--- src/rtl/dseq_pkg.sv ---
package dseq_pkg;

    typedef enum logic [3:0] {
        ST_IDLE,
        ST_Q1,
        ST_Q1W,
        ST_Q2,
        ST_Q3,
        ST_Q4,
        ST_Q4W,
        ST_Q5,
        ST_Q4S,
        ST_OPEN,
        ST_PRE,
        ST_PRE_R,
        ST_RACK
    } seq_state_e;

    typedef enum logic [1:0] {
        MA_ROW,
        MA_COL,
        MA_NEXT
    } ma_sel_e;

    typedef enum logic [1:0] {
        MODE_TWO,
        MODE_ONE,
        MODE_LOOK
    } cas_mode_e;

    function automatic cas_mode_e decode_mode(input logic one_clk, input logic look);
        if (!one_clk)
            return MODE_TWO;
        else if (look)
            return MODE_LOOK;
        else
            return MODE_ONE;
    endfunction

endpackage

--- src/rtl/dseq_page_cmp.sv ---
module dseq_page_cmp #(
    parameter int ADDR_W = 20,
    parameter int COL_W  = 10,
    parameter int PG_W   = 4
) (
    input  logic [ADDR_W-1:0] addr,
    input  logic [ADDR_W-1:0] open_addr,
    input  logic [PG_W-1:0]   pg_size,
    input  logic              wide,
    output logic              hit
);

    int lim;
    logic [ADDR_W-1:0] keep;

    // Lowest address bit that must match for a hit.
    always_comb begin
        lim = int'(pg_size) - int'(wide);
        if (lim < 0)
            lim = 0;
        if (lim > COL_W)
            lim = COL_W;
    end

    for (genvar gi = 0; gi < ADDR_W; gi++) begin : g_keep
        assign keep[gi] = (gi >= lim);
    end

    assign hit = (((addr ^ open_addr) & keep) == '0);

endmodule

--- src/rtl/dseq_addr_mux.sv ---
module dseq_addr_mux
    import dseq_pkg::*;
#(
    parameter int ADDR_W = 20,
    parameter int COL_W  = 10,
    parameter int MA_W   = 10
) (
    input  ma_sel_e           sel,
    input  logic [ADDR_W-1:0] cur_addr,
    input  logic [COL_W-1:0]  next_col,
    output logic [MA_W-1:0]   ma
);

    always_comb begin
        unique case (sel)
            MA_ROW:  ma = MA_W'(cur_addr[ADDR_W-1:COL_W]);
            MA_COL:  ma = MA_W'(cur_addr[COL_W-1:0]);
            MA_NEXT: ma = MA_W'(next_col);
            default: ma = '0;
        endcase
    end

endmodule

--- src/rtl/dseq_fsm.sv ---
module dseq_fsm
    import dseq_pkg::*;
(
    input  logic       clk,
    input  logic       rst_n,
    input  logic       req,
    input  logic       hit,
    input  logic       rfsh_req,
    input  cas_mode_e  mode,
    input  logic       page_en,
    input  logic       wait_q1,
    input  logic       wait_q4,
    input  logic       cur_we,
    output seq_state_e state,
    output logic       accept,
    output logic       ras_n,
    output logic       cas_n,
    output logic       we_n,
    output logic       dq_oe,
    output logic       ready,
    output logic       rfsh_ack,
    output ma_sel_e    ma_sel
);

    seq_state_e nxt;
    logic       one_clk;
    logic       page_eff;
    logic       w4_eff;

    assign one_clk  = (mode != MODE_TWO);
    assign page_eff = page_en | one_clk;   // forced in one-clock styles
    assign w4_eff   = wait_q4 & ~one_clk;
    assign accept   = req & ~rfsh_req & ((state == ST_IDLE) | (state == ST_OPEN));

    // State register
    always_ff @(posedge clk or negedge rst_n) begin
        if (!rst_n)
            state <= ST_IDLE;
        else
            state <= nxt;
    end

    // Next-state logic
    always_comb begin
        nxt = state;
        unique case (state)
            ST_IDLE: begin
                if (rfsh_req)
                    nxt = ST_RACK;
                else if (req)
                    nxt = ST_Q1;
            end
            ST_OPEN: begin
                if (rfsh_req)
                    nxt = ST_PRE_R;
                else if (req && hit)
                    nxt = one_clk ? ST_Q4S : ST_Q4;
                else if (req)
                    nxt = ST_PRE;
            end
            ST_Q1:    nxt = wait_q1 ? ST_Q1W : ST_Q2;
            ST_Q1W:   nxt = ST_Q2;
            ST_Q2:    nxt = ST_Q3;
            ST_Q3:    nxt = one_clk ? ST_Q4S : ST_Q4;
            ST_Q4:    nxt = w4_eff ? ST_Q4W : ST_Q5;
            ST_Q4W:   nxt = ST_Q5;
            ST_Q5:    nxt = page_eff ? ST_OPEN : ST_IDLE;
            ST_Q4S:   nxt = ST_OPEN;
            ST_PRE:   nxt = ST_Q1;
            ST_PRE_R: nxt = ST_RACK;
            ST_RACK:  nxt = ST_IDLE;
            default:  nxt = ST_IDLE;
        endcase
    end

    // Output decode
    always_comb begin
        ras_n    = 1'b1;
        cas_n    = 1'b1;
        we_n     = 1'b1;
        dq_oe    = 1'b0;
        ready    = 1'b0;
        rfsh_ack = 1'b0;
        ma_sel   = MA_ROW;
        unique case (state)
            ST_IDLE, ST_Q1, ST_Q1W, ST_PRE, ST_PRE_R: begin
                ma_sel = MA_ROW;
            end
            ST_RACK: begin
                rfsh_ack = 1'b1;
            end
            ST_Q2: begin
                ras_n = 1'b0;
            end
            ST_Q3: begin
                ras_n  = 1'b0;
                ma_sel = MA_COL;
                we_n   = ~cur_we;
                dq_oe  = cur_we;
            end
            ST_Q4, ST_Q4W: begin
                ras_n  = 1'b0;
                cas_n  = 1'b0;
                ma_sel = MA_COL;
                we_n   = ~cur_we;
                dq_oe  = cur_we;
            end
            ST_Q5, ST_Q4S: begin
                ras_n  = 1'b0;
                cas_n  = 1'b0;
                ma_sel = MA_COL;
                we_n   = ~cur_we;
                dq_oe  = cur_we;
                ready  = 1'b1;
            end
            ST_OPEN: begin
                ras_n  = 1'b0;
                ma_sel = (mode == MODE_LOOK) ? MA_NEXT : MA_COL;
            end
            default: begin
                ras_n = 1'b1;
            end
        endcase
    end

endmodule

--- src/rtl/dram_seq.sv ---
module dram_seq
    import dseq_pkg::*;
#(
    parameter int ADDR_W = 20,
    parameter int COL_W  = 10,
    parameter int DATA_W = 16,
    parameter int PG_W   = 4,
    localparam int ROW_W = ADDR_W - COL_W,
    localparam int MA_W  = (ROW_W > COL_W) ? ROW_W : COL_W
) (
    input  logic              clk,
    input  logic              rst_n,
    input  logic              cfg_one_clk,
    input  logic              cfg_lookahead,
    input  logic              cfg_page_en,
    input  logic              cfg_wait_q1,
    input  logic              cfg_wait_q4,
    input  logic [PG_W-1:0]   cfg_page_size,
    input  logic              cfg_wide_bus,
    input  logic              req,
    input  logic              req_we,
    input  logic [ADDR_W-1:0] req_addr,
    input  logic [DATA_W-1:0] req_wdata,
    output logic              ready,
    output logic [DATA_W-1:0] rdata,
    input  logic              rfsh_req,
    output logic              rfsh_ack,
    output logic              ras_n,
    output logic              cas_n,
    output logic              we_n,
    output logic [MA_W-1:0]   ma,
    output logic [DATA_W-1:0] dq_out,
    output logic              dq_oe,
    input  logic [DATA_W-1:0] dq_in
);

    seq_state_e        state;
    cas_mode_e         mode;
    ma_sel_e           ma_sel;
    logic              accept;
    logic              hit;
    logic [ADDR_W-1:0] cur_addr;
    logic              cur_we;
    logic [DATA_W-1:0] cur_wd;

    assign mode = decode_mode(cfg_one_clk, cfg_lookahead);

    // Request latch; cur_addr also marks the open page
    always_ff @(posedge clk or negedge rst_n) begin
        if (!rst_n) begin
            cur_addr <= '0;
            cur_we   <= 1'b0;
            cur_wd   <= '0;
        end else if (accept) begin
            cur_addr <= req_addr;
            cur_we   <= req_we;
            cur_wd   <= req_wdata;
        end
    end

    dseq_page_cmp #(
        .ADDR_W (ADDR_W),
        .COL_W  (COL_W),
        .PG_W   (PG_W)
    ) page_cmp_i (
        .addr      (req_addr),
        .open_addr (cur_addr),
        .pg_size   (cfg_page_size),
        .wide      (cfg_wide_bus),
        .hit       (hit)
    );

    dseq_fsm fsm_i (
        .clk      (clk),
        .rst_n    (rst_n),
        .req      (req),
        .hit      (hit),
        .rfsh_req (rfsh_req),
        .mode     (mode),
        .page_en  (cfg_page_en),
        .wait_q1  (cfg_wait_q1),
        .wait_q4  (cfg_wait_q4),
        .cur_we   (cur_we),
        .state    (state),
        .accept   (accept),
        .ras_n    (ras_n),
        .cas_n    (cas_n),
        .we_n     (we_n),
        .dq_oe    (dq_oe),
        .ready    (ready),
        .rfsh_ack (rfsh_ack),
        .ma_sel   (ma_sel)
    );

    dseq_addr_mux #(
        .ADDR_W (ADDR_W),
        .COL_W  (COL_W),
        .MA_W   (MA_W)
    ) addr_mux_i (
        .sel      (ma_sel),
        .cur_addr (cur_addr),
        .next_col (req_addr[COL_W-1:0]),
        .ma       (ma)
    );

    assign dq_out = cur_wd;
    assign rdata  = dq_in;

endmodule

--- config.mk ---
export PLATFORM = sky130hd
export DESIGN_NAME = dram_seq
export DESIGN_NICKNAME = d
export VERILOG_FILES = /design/src/rtl/dseq_pkg.sv /design/src/rtl/dseq_page_cmp.sv /design/src/rtl/dseq_addr_mux.sv /design/src/rtl/dseq_fsm.sv /design/src/rtl/dram_seq.sv
export SDC_FILE = /design/constraint.sdc
export NUM_CORES = 1
export LEC_CHECK = 0
export ABC_AREA = 0
export CORE_ASPECT_RATIO = 0.6
export CORE_UTILIZATION = 48
export CTS_BUF_LIST = sky130_fd_sc_hd__clkbuf_8
export DETAILED_ROUTE_END_ITERATION = 6
export GPL_TIMING_DRIVEN = 0
export PLACE_DENSITY_LB_ADDON = 0.1
export SYNTH_ARGS = -nofsm -noshare
export SYNTH_HDL_FRONTEND = slang
export SYNTH_HIERARCHICAL = 1
export SYNTH_SLANG_ARGS = --single-unit
--- constraint.sdc ---
create_clock -name clk -period 5.8 [get_ports clk]
set_clock_uncertainty 0.1 [all_clocks]
set_input_delay 1.45 -clock clk [delete_from_list [all_inputs] [get_ports clk]]
set_output_delay 1.45 -clock clk [all_outputs]
set_load 0.02 [all_outputs]
* Word level (Yosys, flattened, before mapping)
Cells that the tools add are included.
** Cells by class
- Reductions and logical operators :: 10
- Add/sub/neg operators :: 1
- $lt $le $gt $ge :: 22
- Bitwise gates (word level) :: 10
- Equal/unequal tests :: 17
- Muxes and demuxes :: 23
** Operator list (number)
- 5-bit by 32-bit greater-or-equal comparator with 1-bit output, first input constant :: 8
- 4-bit by 32-bit greater-or-equal comparator with 1-bit output, first input constant :: 4
- 6-bit by 32-bit greater-or-equal comparator with 1-bit output, first input constant :: 4
- 3-bit by 32-bit greater-or-equal comparator with 1-bit output, first input constant :: 2
- 32-bit 2-to-1 mux :: 2
- 4-bit one-hot mux with 12 select lines :: 1
- 1-bit by 32-bit greater-or-equal comparator with 1-bit output, first input constant :: 1
- 2-bit by 32-bit greater-or-equal comparator with 1-bit output, first input constant :: 1
- 32-bit by 5-bit greater-than comparator with 1-bit output, second input constant :: 1
- 32-bit by 1-bit less-than comparator with 1-bit output, second input constant :: 1
- 10-bit one-hot mux with 3 select lines :: 1
- 4-bit 2-to-1 mux :: 7
- 20-bit bitwise AND :: 1
- 4-bit == test, second input constant :: 5
- 20-bit logical NOT :: 1
- 20-bit XOR :: 1
- 4-bit by 3-bit == test with 1-bit output, second input constant :: 4
- 4-bit by 2-bit == test with 1-bit output, second input constant :: 2
- 1-bit 2-to-1 mux :: 8
- 7-bit OR reduction :: 1
- 2-bit 2-to-1 mux :: 3
- 5-bit OR reduction :: 1
- 4-bit by 1-bit subtractor with 5-bit output :: 1
- 2-bit == test, second input constant :: 2
- 15 further kinds :: 20
** Word-level totals
- Word-level logic and storage cells :: 87
- Output and inout port bits :: 48
- Register bits after elaboration :: 41

* Logic depth before layout (Yosys ltp)
- Depth after elaboration :: 12
- Depth in mapped cells :: 12

* Hierarchy
Netlist, hierarchy kept.
** By module, submodules not included
- dram_seq :: seq. area each 925.9 um^2, area each 1659.1 um^2, cells each 96, instances 1
- dseq_page_cmp :: seq. area each 0.0 um^2, area each 465.4 um^2, cells each 63, instances 1
- dseq_fsm :: seq. area each 100.1 um^2, area each 447.9 um^2, cells each 66, instances 1
- dseq_addr_mux :: seq. area each 0.0 um^2, area each 214.0 um^2, cells each 24, instances 1

* Least setup slack after synthesis
No wires, ideal clock.
- Kind :: input -> output
- Start :: input cfg_lookahead
- End :: output ma[0]
- Slack :: 1.655 ns
- Stages on the path :: 6
- Arrival :: 2.595 ns
- Cell sequence :: and2_1 -> nand2_1 -> nor3_1 -> buf_6 -> mux2i_1 -> o2bb2ai_1
** On the way
- Cells in the longest elaborated chain, start to end :: 7
- Elaborated cells on any way between the ends :: 9
- Classes of those cells :: 3 x eq/ne; 5 x mux; 1 x reduce/logical
** RTL lines
- start: declaration :: RTL line dram_seq.sv:14 : input logic cfg_lookahead,
- 2-bit 2-to-1 mux (*) :: RTL line dseq_pkg.sv:34 : else if (look)
- 2-bit 2-to-1 mux (*) :: RTL line dseq_pkg.sv:32 : if (!one_clk)
- 2-bit == test (*) :: RTL line dseq_fsm.sv:118 : ma_sel = (mode == MODE_LOOK) ? MA_NEXT : MA_COL;
- 2-bit 2-to-1 mux (*) :: RTL line dseq_fsm.sv:118
- 2-bit one-hot mux with 2 select lines (*) :: RTL line dseq_fsm.sv:85 : unique case (state)
- net ma_sel[1] :: RTL line dram_seq.sv:39 : ma_sel_e ma_sel;
- 2-bit == test (tied with other cells) :: RTL line dseq_addr_mux.sv:15 : unique case (sel)
- 10-bit one-hot mux with 3 select lines (*) :: RTL line dseq_addr_mux.sv:15
- end: declaration :: RTL line dram_seq.sv:31 : output logic [MA_W-1:0] ma,
Mark *: on every way through the listed nets, which the timed path passes. The rest lies on a longest branch.

* Worst setup path in the final report
- Start :: input cfg_one_clk
- End :: output ma[5]
** On the way
- Cells in the longest elaborated chain, start to end :: 6
- Elaborated cells on any way between the ends :: 8
- Classes of those cells :: 3 x eq/ne; 4 x mux; 1 x reduce/logical
** RTL lines
- start: declaration :: RTL line dram_seq.sv:13 : input logic cfg_one_clk,
- 2-bit 2-to-1 mux (*) :: RTL line dseq_pkg.sv:32
- net mode[0] :: RTL line dram_seq.sv:38 : cas_mode_e mode;
- 2-bit == test (*) :: RTL line dseq_fsm.sv:118
- 2-bit 2-to-1 mux (*) :: RTL line dseq_fsm.sv:118
- 2-bit one-hot mux with 2 select lines (*) :: RTL line dseq_fsm.sv:85
- net ma_sel[0] :: RTL line dram_seq.sv:39
- 2-bit == test (tied with other cells) :: RTL line dseq_addr_mux.sv:15
- 10-bit one-hot mux with 3 select lines (*) :: RTL line dseq_addr_mux.sv:15
Marked as above.

==> results.toml <==
[floorplan]
die_w_um = 100
die_h_um = 61.0
die_area_mm2 = 0.00612
ioPinCount = 115
core_area_mm2 = 0.00560
start_util_pct = 49.8
row_count = 21

[logic_synthesis]
synth-seq-cells = 41
syn_area_per_cell_um2 = 11.2
synth_ff_type = "dfrtp_1"
synth.distinct_cells = 51
seq_area_frac_synth_pct = 36.8
synth_area_mm2 = 0.00279
synth_edf_count = 0
async_reset_ff_share_pct = 100
synthCells = 249
synth_nets = 318
synth_warnings = 6

[grt]
grt_pass1_wl_um = 10100
antenna_found_initial = 0
grt_pass1_vias = 2077
grt_overflow = 0
grt_use_total_pct = 21.8
grt_max_degree = 35

[drt]
drt_first_pass_iters = 5
ant_nets = 0
drtIter0Drc = 101
drc = 0
via_per_inst = 5.19
routed_wl_um = 6760
wl_per_cell_um = 15.5
vias = 2265

[timing]
maxSlewHeadroom_pct = 64.8
fmaxAchievable_ghz = 0.188
fin_hold_ws_ns = 0.414
rsz0062_at_grt = "false"
fin_tns_setup_ns = 0
worst_pin_slew_ns = 0.527
finalCritPeriodShare_pct = 91.7
finalMaxSlewViolations = 0
final_hold_viol_count = 0
fin_ws_ns = 0.483
period_minus_slack_ns = 5.32
setup_viol = 0

[placed_design]
dpl.hpwl_um = 5190
dp_slack_ns = 0.524
placed_cells = 428
gp_congestion = 0.868
io_buffers = 98

[clock_network]
clkLatencyLatePin_ns = 0.30
cts-root-buf = "clkbuf_8"
ctsResizeCount = 0
clk_pin_slew_ns = 0.08
cts_num_sinks = 41
cts_max_path_buffers = 2
cts_buffers = 5
h-tree-depth = 2
hold_buffers = 0
cts_tree = "done"
postCtsSetupBuffers = 0

[finish]
n_antenna_cell = 0
fillers = 421
drive_gt1_share_pct = 22.2
finalNonFillerCells = 436
fin_util_pct = 71.5
syn2layout_area_growth_pct = 43.6
final_nets = 424

[outcome]
outcome = "finished, final reports clean"

[critical_path]
rrSetupSlack_ns = 3.04
worstSetupPathType = "primary input to output port"
cp-end-kind = "output port"
cp-start-kind = "primary input"
critPathRequiredTime_ns = 4.25
critPathArrivalTime_ns = 3.77
crit_fanout = 10

[pwr]
leakage_uw = 0.00164
powerDensity_mw_per_mm2 = 495
ir_drop_mv = 0.283

[min_path]
hold_path.class = "flop to flop"

[job]
cap_violations = 0
## critical path: stages
cell and delay, ns:
clkdlybuf4s50_1 0.46, nor2b_1 0.36, nor2_1 0.10, o22ai_1 0.16
nor2b_1 0.15, buf_2 0.25, o2bb2ai_1 0.18, clkdlybuf4s50_1 0.65
## synth_stat cells (all sizes together) (4+ instances only)
library cell	count	area [um2]
nor2	9	33.8
dfrtp	41	1030
mux2i	10	100
mux2	37	529
xnor2	10	87.6
buf	25	230
xor2	11	96.3
nor3	5	25.0
o21ai	11	55.1
o2bb2ai	10	87.6
nor2b	4	25.0
inv	9	33.8
nand2	8	30.0
a21oi	10	50.1
## metal layers
| metal | up-vias | GRT usage [%] | routed length [um] |
|---|---|---|---|
| met5 | - | 0 | 0 |
| met4 | 0 | 6.83 | 68 |
| met1 | 1064 | 32.4 | 3300 |
| met3 | 9 | 5.56 | 559 |
| li1 | 1089 | - | - |
| met2 | 103 | 31.1 | 2840 |
## cell usage in the layout (no fill, tap or decap), types with 8 or more instances in the layout
master,instances
nand2_1,8
clkdlybuf4s50_1,97
inv_1,8
xnor2_1,10
mux2_4,30
a21oi_1,10
o2bb2ai_1,10
nor2_1,9
xor2_1,11
buf_4,17
o21ai_0,9
dfrtp_1,41
mux2i_1,10
## state kept, by name (all words and copies together) (netlist names)
name / cells
cur_addr: 20
dq_out: 16
cur_we: 1
fsm_i/state: 4
## worst paths after layout
check                                  to    startpoint  cells after the start
setup reg to reg           fsm_i/state[0]  cur_addr[13]                      9
min in group asynchronous    cur_addr[10]         rst_n                      1
hold reg to reg                dq_out[13]    dq_out[13]                      1
setup / recovery                    ma[5]   cfg_one_clk                      8
hold / removal                 dq_out[13]    dq_out[13]                      1
max in group asynchronous     cur_addr[7]         rst_n                      2
## kinds of logic (layout without fill, tap and decap cells)
| family | count (synthesis) | count (layout) | share of synthesized area [%] |
|---|---|---|---|
| flops | 41 | 41 | 36.8 |
| simple gates | 51 | 51 | 10.9 |
| mux | 47 | 47 | 22.6 |
| xor+xnor | 21 | 21 | 6.60 |
| compound gates | 50 | 50 | 12.3 |
| fa+ha+maj | 2 | 2 | 0.898 |
| buf+inv | 37 | 144 | 9.88 |
## where the power goes
group | switching [uW] | internal [uW]
sequential | 119 | 431
clock | 103 | 140
combinational | 544 | 644
total | 766 | 1220
## stage by stage
| stage | total power [uW] | instance area [um2] |
|---|---|---|
| 5_1_grt | 2100 | 4000 |
| 6_report | 1980 | 4000 |
| 3_5_place_dp | 1730 | 3880 |
| 4_1_cts | 1990 | 4000 |
| 3_3_place_gp | 1710 | 3870 |
| 2_1_floorplan | 1280 | 2790 |
## area by class of cell
type	instances	area (um2)	area share, %
Multi-Input combinational cell	171	1490	37.1
Sequential cell	41	1030	25.6
Timing Repair Buffer	99	996	24.9
Buffer	28	241	6.03
Tap cell	80	100	2.50
Clock buffer	6	82.6	2.06
Clock inverter	2	37.5	0.938
Inverter	9	33.8	0.844
Note: power is estimated with default switching activity, not from simulation.
